### src/rtl/tw_pkg.sv
package tw_pkg;
    typedef enum logic [3:0] {
        ST_IDLE,
        ST_ADDR,
        ST_PTR,
        ST_WDATA,
        ST_GCCMD,
        ST_RACK,
        ST_TX,
        ST_MACK,
        ST_ARA,
        ST_WAIT_STOP
    } tw_state_e;

    localparam int REG_W   = 16;
    localparam int BYTE_W  = 8;
    localparam logic [4:0] DEV_ADDR_HI  = 5'b10010;
    localparam logic [6:0] GC_ADDR      = 7'b0000000;
    localparam logic [6:0] ARA_ADDR     = 7'b0001100;
    localparam logic [7:0] GC_RESET_CMD = 8'h06;
endpackage

### src/rtl/tw_line_filter.sv
module tw_line_filter #(
    parameter int SYNC_STAGES = 2
) (
    input  logic clk,
    input  logic rst_n,
    input  logic line_i,
    output logic line_o
);
    logic [SYNC_STAGES-1:0] sync_q;
    logic [2:0]             win_q;

    always_ff @(posedge clk or negedge rst_n) begin
        if (!rst_n) begin
            sync_q <= '1;
            win_q  <= '1;
            line_o <= 1'b1;
        end else begin
            sync_q <= {sync_q[SYNC_STAGES-2:0], line_i};
            win_q  <= {win_q[1:0], sync_q[SYNC_STAGES-1]};
            line_o <= (win_q[0] & win_q[1]) | (win_q[1] & win_q[2]) | (win_q[0] & win_q[2]);
        end
    end
endmodule

### src/rtl/tw_bus_events.sv
module tw_bus_events #(
    parameter int TIMEOUT_TICKS = 3000000
) (
    input  logic clk,
    input  logic rst_n,
    input  logic scl_f_i,
    input  logic sda_f_i,
    output logic scl_rise_o,
    output logic scl_fall_o,
    output logic start_o,
    output logic stop_o,
    output logic timeout_o
);
    localparam int CW = $clog2(TIMEOUT_TICKS + 1);
    localparam logic [CW-1:0] LIMIT    = CW'(TIMEOUT_TICKS);
    localparam logic [CW-1:0] LIMIT_M1 = CW'(TIMEOUT_TICKS - 1);

    logic          scl_q, sda_q;
    logic [CW-1:0] low_cnt_q;

    always_ff @(posedge clk or negedge rst_n) begin
        if (!rst_n) begin
            scl_q     <= 1'b1;
            sda_q     <= 1'b1;
            low_cnt_q <= '0;
        end else begin
            scl_q <= scl_f_i;
            sda_q <= sda_f_i;
            if (scl_f_i)
                low_cnt_q <= '0;
            else if (low_cnt_q != LIMIT)
                low_cnt_q <= low_cnt_q + 1'b1;
        end
    end

    assign scl_rise_o = scl_f_i & ~scl_q;
    assign scl_fall_o = ~scl_f_i & scl_q;
    assign start_o    = scl_f_i & scl_q & sda_q & ~sda_f_i;
    assign stop_o     = scl_f_i & scl_q & ~sda_q & sda_f_i;
    assign timeout_o  = ~scl_f_i & (low_cnt_q == LIMIT_M1);
endmodule

### src/rtl/tw_sensor_port.sv
module tw_sensor_port
    import tw_pkg::*;
#(
    parameter int TIMEOUT_TICKS = 3000000,
    parameter int SYNC_STAGES   = 2
) (
    input  logic              clk,
    input  logic              rst_n,
    input  logic              scl_i,
    input  logic              sda_i,
    output logic              sda_oe_o,
    input  logic [1:0]        strap_i,
    input  logic              alert_i,
    input  logic              alert_cause_i,
    output logic [1:0]        reg_sel_o,
    input  logic [REG_W-1:0]  reg_rd_data_i,
    output logic              reg_wr_en_o,
    output logic              reg_wr_hi_o,
    output logic [BYTE_W-1:0] reg_wr_data_o,
    output logic              gc_reset_o,
    output logic              any_read_o,
    output logic              alert_win_o
);
    localparam int HALF = REG_W / 2;

    logic scl_f, sda_f, scl_rise, scl_fall, start_det, stop_det, tmo;

    tw_line_filter #(.SYNC_STAGES(SYNC_STAGES)) u_scl_filt (
        .clk(clk), .rst_n(rst_n), .line_i(scl_i), .line_o(scl_f));
    tw_line_filter #(.SYNC_STAGES(SYNC_STAGES)) u_sda_filt (
        .clk(clk), .rst_n(rst_n), .line_i(sda_i), .line_o(sda_f));

    tw_bus_events #(.TIMEOUT_TICKS(TIMEOUT_TICKS)) u_events (
        .clk(clk), .rst_n(rst_n), .scl_f_i(scl_f), .sda_f_i(sda_f),
        .scl_rise_o(scl_rise), .scl_fall_o(scl_fall),
        .start_o(start_det), .stop_o(stop_det), .timeout_o(tmo));

    tw_state_e         state_q, ret_q;
    logic [7:0]        shreg_q, txsh_q;
    logic [3:0]        bitcnt_q;
    logic [1:0]        ptr_q, widx_q;
    logic              rd_second_q, mack_q, ara_won_q;
    logic [6:0]        own_addr;

    assign own_addr = {DEV_ADDR_HI, strap_i};

    // state register and datapath
    always_ff @(posedge clk or negedge rst_n) begin
        if (!rst_n) begin
            state_q       <= ST_IDLE;
            ret_q         <= ST_IDLE;
            shreg_q       <= '0;
            txsh_q        <= '1;
            bitcnt_q      <= '0;
            ptr_q         <= 2'b00;
            widx_q        <= '0;
            rd_second_q   <= 1'b0;
            mack_q        <= 1'b1;
            ara_won_q     <= 1'b0;
            reg_wr_en_o   <= 1'b0;
            reg_wr_hi_o   <= 1'b0;
            reg_wr_data_o <= '0;
            gc_reset_o    <= 1'b0;
            any_read_o    <= 1'b0;
            alert_win_o   <= 1'b0;
        end else begin
            reg_wr_en_o <= 1'b0;
            gc_reset_o  <= 1'b0;
            any_read_o  <= 1'b0;
            alert_win_o <= 1'b0;
            if (tmo) begin
                state_q   <= ST_IDLE;
                ara_won_q <= 1'b0;
            end else if (start_det) begin
                state_q   <= ST_ADDR;
                bitcnt_q  <= '0;
                ara_won_q <= 1'b0;
            end else if (stop_det) begin
                state_q     <= ST_IDLE;
                alert_win_o <= ara_won_q;
                ara_won_q   <= 1'b0;
            end else begin
                unique case (state_q)
                    ST_IDLE, ST_WAIT_STOP: ;
                    ST_ADDR, ST_PTR, ST_WDATA, ST_GCCMD: begin
                        if (scl_rise && bitcnt_q != 4'd8) begin
                            shreg_q  <= {shreg_q[6:0], sda_f};
                            bitcnt_q <= bitcnt_q + 4'd1;
                        end else if (scl_fall && bitcnt_q == 4'd8) begin
                            bitcnt_q <= '0;
                            state_q  <= ST_RACK;
                            if (state_q == ST_ADDR) begin
                                if (shreg_q[7:1] == own_addr) begin
                                    ret_q      <= shreg_q[0] ? ST_TX : ST_PTR;
                                    any_read_o <= shreg_q[0];
                                end else if (shreg_q == {GC_ADDR, 1'b0}) begin
                                    ret_q <= ST_GCCMD;
                                end else if (shreg_q == {ARA_ADDR, 1'b1} && alert_i) begin
                                    ret_q <= ST_ARA;
                                end else begin
                                    state_q <= ST_WAIT_STOP;
                                end
                            end else if (state_q == ST_PTR) begin
                                ptr_q  <= shreg_q[1:0];
                                widx_q <= '0;
                                ret_q  <= ST_WDATA;
                            end else if (state_q == ST_WDATA) begin
                                ret_q <= ST_WDATA;
                                if (widx_q != 2'd2) begin
                                    widx_q        <= widx_q + 2'd1;
                                    reg_wr_en_o   <= (ptr_q != 2'b00);
                                    reg_wr_hi_o   <= (widx_q == 2'd0);
                                    reg_wr_data_o <= shreg_q;
                                end
                            end else begin
                                ret_q <= ST_WAIT_STOP;
                                if (shreg_q == GC_RESET_CMD) begin
                                    gc_reset_o <= 1'b1;
                                    ptr_q      <= 2'b00;
                                end
                            end
                        end
                    end
                    ST_RACK: begin
                        if (scl_fall) begin
                            state_q  <= ret_q;
                            bitcnt_q <= '0;
                            if (ret_q == ST_TX) begin
                                txsh_q      <= reg_rd_data_i[REG_W-1:HALF];
                                rd_second_q <= 1'b0;
                            end else if (ret_q == ST_ARA) begin
                                txsh_q <= {own_addr, alert_cause_i};
                            end
                        end
                    end
                    ST_TX, ST_ARA: begin
                        if (scl_rise && state_q == ST_ARA && txsh_q[7] && !sda_f) begin
                            state_q <= ST_WAIT_STOP;
                        end else if (scl_fall) begin
                            if (bitcnt_q == 4'd7) begin
                                bitcnt_q <= '0;
                                if (state_q == ST_TX) begin
                                    state_q <= ST_MACK;
                                end else begin
                                    state_q   <= ST_WAIT_STOP;
                                    ara_won_q <= 1'b1;
                                end
                            end else begin
                                txsh_q   <= {txsh_q[6:0], 1'b1};
                                bitcnt_q <= bitcnt_q + 4'd1;
                            end
                        end
                    end
                    ST_MACK: begin
                        if (scl_rise) begin
                            mack_q <= sda_f;
                        end else if (scl_fall) begin
                            if (!mack_q && !rd_second_q) begin
                                txsh_q      <= reg_rd_data_i[HALF-1:0];
                                rd_second_q <= 1'b1;
                                bitcnt_q    <= '0;
                                state_q     <= ST_TX;
                            end else begin
                                state_q <= ST_WAIT_STOP;
                            end
                        end
                    end
                    default: state_q <= ST_IDLE;
                endcase
            end
        end
    end

    // outputs
    always_comb begin
        sda_oe_o  = 1'b0;
        reg_sel_o = ptr_q;
        unique case (state_q)
            ST_RACK:       sda_oe_o = 1'b1;
            ST_TX, ST_ARA: sda_oe_o = ~txsh_q[7];
            default:       sda_oe_o = 1'b0;
        endcase
    end
endmodule

### config.mk
export PLATFORM = sky130hd
export DESIGN_NAME = tw_sensor_port
export DESIGN_NICKNAME = d
export VERILOG_FILES = /design/src/rtl/tw_pkg.sv /design/src/rtl/tw_line_filter.sv /design/src/rtl/tw_bus_events.sv /design/src/rtl/tw_sensor_port.sv
export SDC_FILE = /design/constraint.sdc
export NUM_CORES = 1
export LEC_CHECK = 0
export ABC_CLOCK_PERIOD_IN_PS = 4700
export BUFFER_PORTS_ARGS = -buffer_cell sky130_fd_sc_hd__buf_2
export CORE_MARGIN = 4
export CORE_UTILIZATION = 55
export DETAILED_ROUTE_END_ITERATION = 10
export PLACE_DENSITY_LB_ADDON = 0.05
export SYNTH_ARGS = -nofsm -noshare
export SYNTH_HDL_FRONTEND = slang
export SYNTH_SLANG_ARGS = --single-unit
### constraint.sdc
create_clock -name clk -period 4.7 [get_ports clk]
set_clock_uncertainty 0.1 [all_clocks]
set_input_delay 0.47 -clock clk [delete_from_list [all_inputs] [get_ports clk]]
set_output_delay 0.47 -clock clk [all_outputs]
set_load 0.02 [all_outputs]
* After elaboration in Yosys (flattened, before gate mapping) *
Cells that the tools add are included.

storage, ports and cells
  bits of input ports = 24
  register bits after elaboration = 84

cells by class
  add/sub/neg operators = 3
  multiplexer cells = 101
  eq/ne operators = 49
  reduce and logical (&&, ||, !) cells = 38
  bitwise logic cells = 29

operators with widths
  operator                 count
  $mux W4                  34
  $mux W8                  9
  $mux W1                  44
  $mux W22                 2
  $reduce_and A9 Y1        3
  $ne A5 B5 Y1 const B     5
  $eq A4 B3 Y1 const B     6
  $pmux W8 S3              1
  $add A22 B1 Y22 const B  1
  $eq A22 B22 Y1 const B   1
  $ne A2 B2 Y1 const B     11
  $ne A22 B22 Y1 const B   1
  $ne A3 B3 Y1 const B     7
  $ne A4 B4 Y1 const B     5
  $pmux W4 S5              1
  $reduce_and A10 Y1       2
  $eq A4 B4 Y1 const B     4
  $pmux W4 S4              1
  $reduce_and A5 Y1        3
  $and A1 B1 Y1            14
  $mux W2                  6
  $ne A6 B6 Y1 const B     2
  $reduce_and A12 Y1       1
  $reduce_bool A2 Y1       6
  24 further kinds         50

* Longest topological paths before layout *
  depth after elaboration = 12
  depth in mapped cells = 8

* Modules after synthesis *
A second synthesis with hierarchy kept.

second synthesis, totals
  cell total of the unflattened synthesis = 440
  area, all modules = 4551.9 µm²

by module, submodules not included
  module          times used  area an instance (µm²)  cells each
  tw_sensor_port  1           2916.5                  286
  tw_bus_events   1           1297.5                  140
  tw_line_filter  2           168.9                   7

* Least setup slack after synthesis *
Ideal clock, no wire load.

  path kind = register to register
  start = register u_events.low_cnt_q[0]
  end = register reg_wr_data_o[0]
  arrival = 2484 ps
  path buffers = 2
  slack = 1991 ps
  cell stages (with the launch flop) = 9
  library setup time = 125 ps
  clock period less this slack = 2709 ps
  path through = dfrtp_1 ha_1 and3_4 and4_1 buf_6 or3_4 or4b_4 buf_6 mux2_4

on the way
  longest elaborated chain between the ends = 4

ends and longest elaborated chain
  element                       RTL line               RTL
  start: declaration            tw_bus_events.sv:19    logic [CW-1:0] low_cnt_q;
  start signal: assignment      tw_bus_events.sv:32    low_cnt_q <= low_cnt_q + 1'b1;
  $eq A22 B22 Y1                tw_bus_events.sv:40    assign timeout_o = ~scl_f_i & (low_cnt_q == LIMIT_M1);
  $and A1 B1 Y1                 tw_bus_events.sv:40
  $not A1 Y1 (no line)          -
  $reduce_and A10 Y1 (no line)  -
  end signal: assignment        tw_sensor_port.sv:113  reg_wr_data_o <= shreg_q;
  end: declaration              tw_sensor_port.sv:19   output logic [BYTE_W-1:0] reg_wr_data_o,

Every way passes these cells.
A chain may end at the register's enable or synchronous reset.

* Worst setup path in the final report *
  start = register state_q[1]
  end = output sda_oe_o

on the way
  longest elaborated chain between the ends = 3
  elaborated cells on any way between the ends = 5

ends and longest elaborated chain
  element                                       RTL line               RTL
  start: declaration                            tw_sensor_port.sv:38   tw_state_e state_q, ret_q;
  start signal: assignment                      tw_sensor_port.sv:126  state_q <= ret_q;
  $eq A4 B4 Y1 or $eq A4 B3 Y1 (tied branches)  tw_sensor_port.sv:178  unique case (state_q)
  $reduce_or A2 Y1                              tw_sensor_port.sv:178
  $pmux W1 S2 (*)                               tw_sensor_port.sv:178
  end: declaration                              tw_sensor_port.sv:11   output logic sda_oe_o,

Mark *: on every way between the ends. The rest lies on a longest branch, timed or not.

==> reports/metrics.csv <==
metric;value;unit
ys_seq_area_share;49.2;%
min_period_over_period;69.4;%
cts_resized;0;
power_density;395;nW/um^2
boundaryPins;40;
syn_nets;442;
max_slew_margin;31.8;%
die_area;9350;sq um
port_buffers;39;
vias;3209;
syn_to_final_growth;10.0;%
netlist_top_cells_count;dfrtp_1 (61), nor2_1 (47), nand2_1 (26), dfstp_2 (23), mux2_2 (20);
cap_violations;0;
cts_buffers;9;
cpPeakStageDelay;0.64;ns
yosys.area_share.xor_xnor;4.45;%
yosys.area_share.adder;2.43;%
rows;32;
critPathRequiredTime;4.13;ns
rsz0062_at_grt;no;
criticalPathCategory;reg -> out;
switchingPower;0.639;mW
cp.arrival;2.69;ns
ant_nets;0;
viasPerCell;5.77;
grt_pass1_wl;15100;um
p_leak;2.09;nW
synth_top_area_share;35.3;%
numClockSinks;84;
yosysMostFrequentCell;dfrtp_1;
fin_nets;479;
antenna_cells;0;
min_path_type;in -> reg;
status;finished, final reports clean;
yosys.area_share.simple;21.4;%
core-area;7690;sq um
critPathTopFamily;compound AO/OA/AOI/OAI gates;
drtPass1Iterations;5;
finalSetupViolCount;0;
drt-initial-drc-count;178;
clk_pin_slew_worst_paths;0.09;ns
hold_slack;0.107;ns
async_reset_ff_share;100;%
synth_edf_count;0;
drt-wirelength-per-cell;15.7;um
cp.buffers_inverters;2;
setup_tns;0;ns
ys_top_cells_by_area;dfrtp_1 (35%), dfstp_2 (14%), mux2_2 (5.2%), nor2_1 (4.1%), xor2_1 (3.2%);
synth.distinct_cells;61;
worstMarginPinSlew;1.02;ns
syn_area_per_cell;10.5;sq um
swShare;33.9;%
cts_setup_buffers;0;
ctsRootBufferMaster;clkbuf_8;
startpoint_type;flop;
worstSkewPairLatency;0.35;ns
synth_top_area_cell;dfrtp_1;
drv_slew;0;
slowest_stage;a21oi_1;
ctsHoldBuffers;0;
syn_area;4330;sq um
grt_start_max_net_pins;85;
fin_crit;3.26;ns
hold_viol;0;
synth_top_family_by_area;simple AND/OR/NAND/NOR gates;
end_kind;output pin;
synthFlopType;dfrtp_1;
cts_tree;done;
max-vdd-ir-drop;0.187;mV
critPathMaxFanout;21;
p_clk_share;24.9;%
synth-seq-cells;84;
die_y;96.7;um
track_usage;19.4;%
grt_pass1_vias;3113;
synth.area.mux_share;9.71;%
pwr-share-seq;51.4;%
drive_gt1_share;25.8;%
intPower;1.24;mW
drc;0;
die_width;96.7;um
grt_overflow;0;
globalplace.congestion;0.899;
synth_compound_gate_area_share;9.71;%
path_cells;or3b_2 -> a21oi_1 -> inv_1 -> o22ai_1 -> buf_2;
antenna_found_initial;0;
drt-total-wl;8730;um
syn_inst;412;
dp_hpwl;6070;um
yosysWarnings;0;
fmax;0.306;GHz
htree_levels;3;
clk_path_buf_depth;2;
start_util;56.3;%
pwr-share-comb;23.7;%
layer usage:
layer  share of wire, %  up-vias  track usage [%]
met5                  0        -                0
met4                1.7        0             6.80
met3                4.4       13             4.25
met2                 45       86             29.4
met1                 48     1559             27.5
li1                   -     1551                -
sequential cells by signal, summed over array words and instances, names as in the netlist, 2 cells and up:
register,flops
bitcnt_q,4
u_scl_filt.win_q,3
u_sda_filt.sync_q,2
u_sda_filt.win_q,3
ret_q,4
u_scl_filt.sync_q,2
u_events.low_cnt_q,22
reg_sel_o,2
widx_q,2
state_q,4
txsh_q,8
shreg_q,8
reg_wr_data_o,8
worst paths after layout:
kind | start | endpoint | slack (ns) | depth (start not counted)
max | state_q[1] | sda_oe_o | 1.44 | 5
min | sda_i | u_sda_filt.sync_q[0] | 0.11 | 1
max reg2reg | u_events.low_cnt_q[13] | reg_wr_data_o[5] | 1.66 | 6
min reg2reg | u_sda_filt.sync_q[1] | u_sda_filt.win_q[0] | 0.26 | 0
max in group asynchronous | rst_n | ret_q[1] | 3.66 | 1
min in group asynchronous | rst_n | reg_wr_hi_o | 0.19 | 1
cells in the final DEF (no fill, tap or decap), types with 4 or more instances in the layout:
| cell | instances |
|---|---|
| dfrtp_1 | 61 |
| nor2_1 | 47 |
| buf_2 | 38 |
| nand2_1 | 26 |
| dfstp_2 | 23 |
| mux2_2 | 20 |
| nand3_1 | 19 |
| inv_1 | 18 |
| a21oi_1 | 17 |
| xor2_1 | 16 |
| o21ai_0 | 12 |
| nor3_1 | 10 |
| nand2b_1 | 9 |
| mux2i_1 | 9 |
| clkbuf_8 | 9 |
| a22oi_1 | 7 |
| mux2_4 | 7 |
| or3_1 | 6 |
| xnor2_1 | 6 |
| ha_1 | 6 |
| nor2b_1 | 5 |
| nand3b_1 | 5 |
| o22ai_1 | 5 |
| nand4_1 | 5 |
| nor4_1 | 4 |
kinds of logic after synthesis:
kind of cell / count (synthesis)
AOI/OAI and AO/OA: 63
xor gates and xnor gates: 22
adders and majority gates: 9
buffers and inverters: 31
DFF: 84
muxes: 36
and+or+nand+nor: 167
layout make-up:
| class | instances | area [sq um] |
|---|---|---|
| clock buffer | 10 | 128 |
| clock inverter | 6 | 46.3 |
| fill | 637 | 2930 |
| inverter | 18 | 67.6 |
| multi-input combinational | 297 | 2060 |
| sequential | 84 | 2130 |
| tap | 102 | 128 |
| timing repair buffer | 39 | 198 |
power by group through the flow:
stage	sequential (mW)	combinational (mW)	clock, mW
6_report	0.967	0.446	0.469
5_1_grt	0.991	0.498	0.520
4_1_cts	0.964	0.442	0.485
3_5_place_dp	0.978	0.439	0
3_3_place_gp	0.977	0.431	0
2_1_floorplan	0.902	0.390	0
stage by stage:
step | utilization (%) | instances | setup slack [ns] | cell area [sq um] | power [mW]
detailed placement | 59.7 | 540 | 1.68 | 4590 | 1.42
global placement | 59.7 | 540 | 1.73 | 4590 | 1.41
finish | 61.9 | 556 | 1.44 | 4760 | 1.88
floorplan | - | 412 | 1.99 | 4330 | 1.29
CTS | 61.9 | 556 | 1.46 | 4760 | 1.89
global route | 61.9 | 556 | 1.28 | 4760 | 2.01
Power figures use the tool's default switching activity.
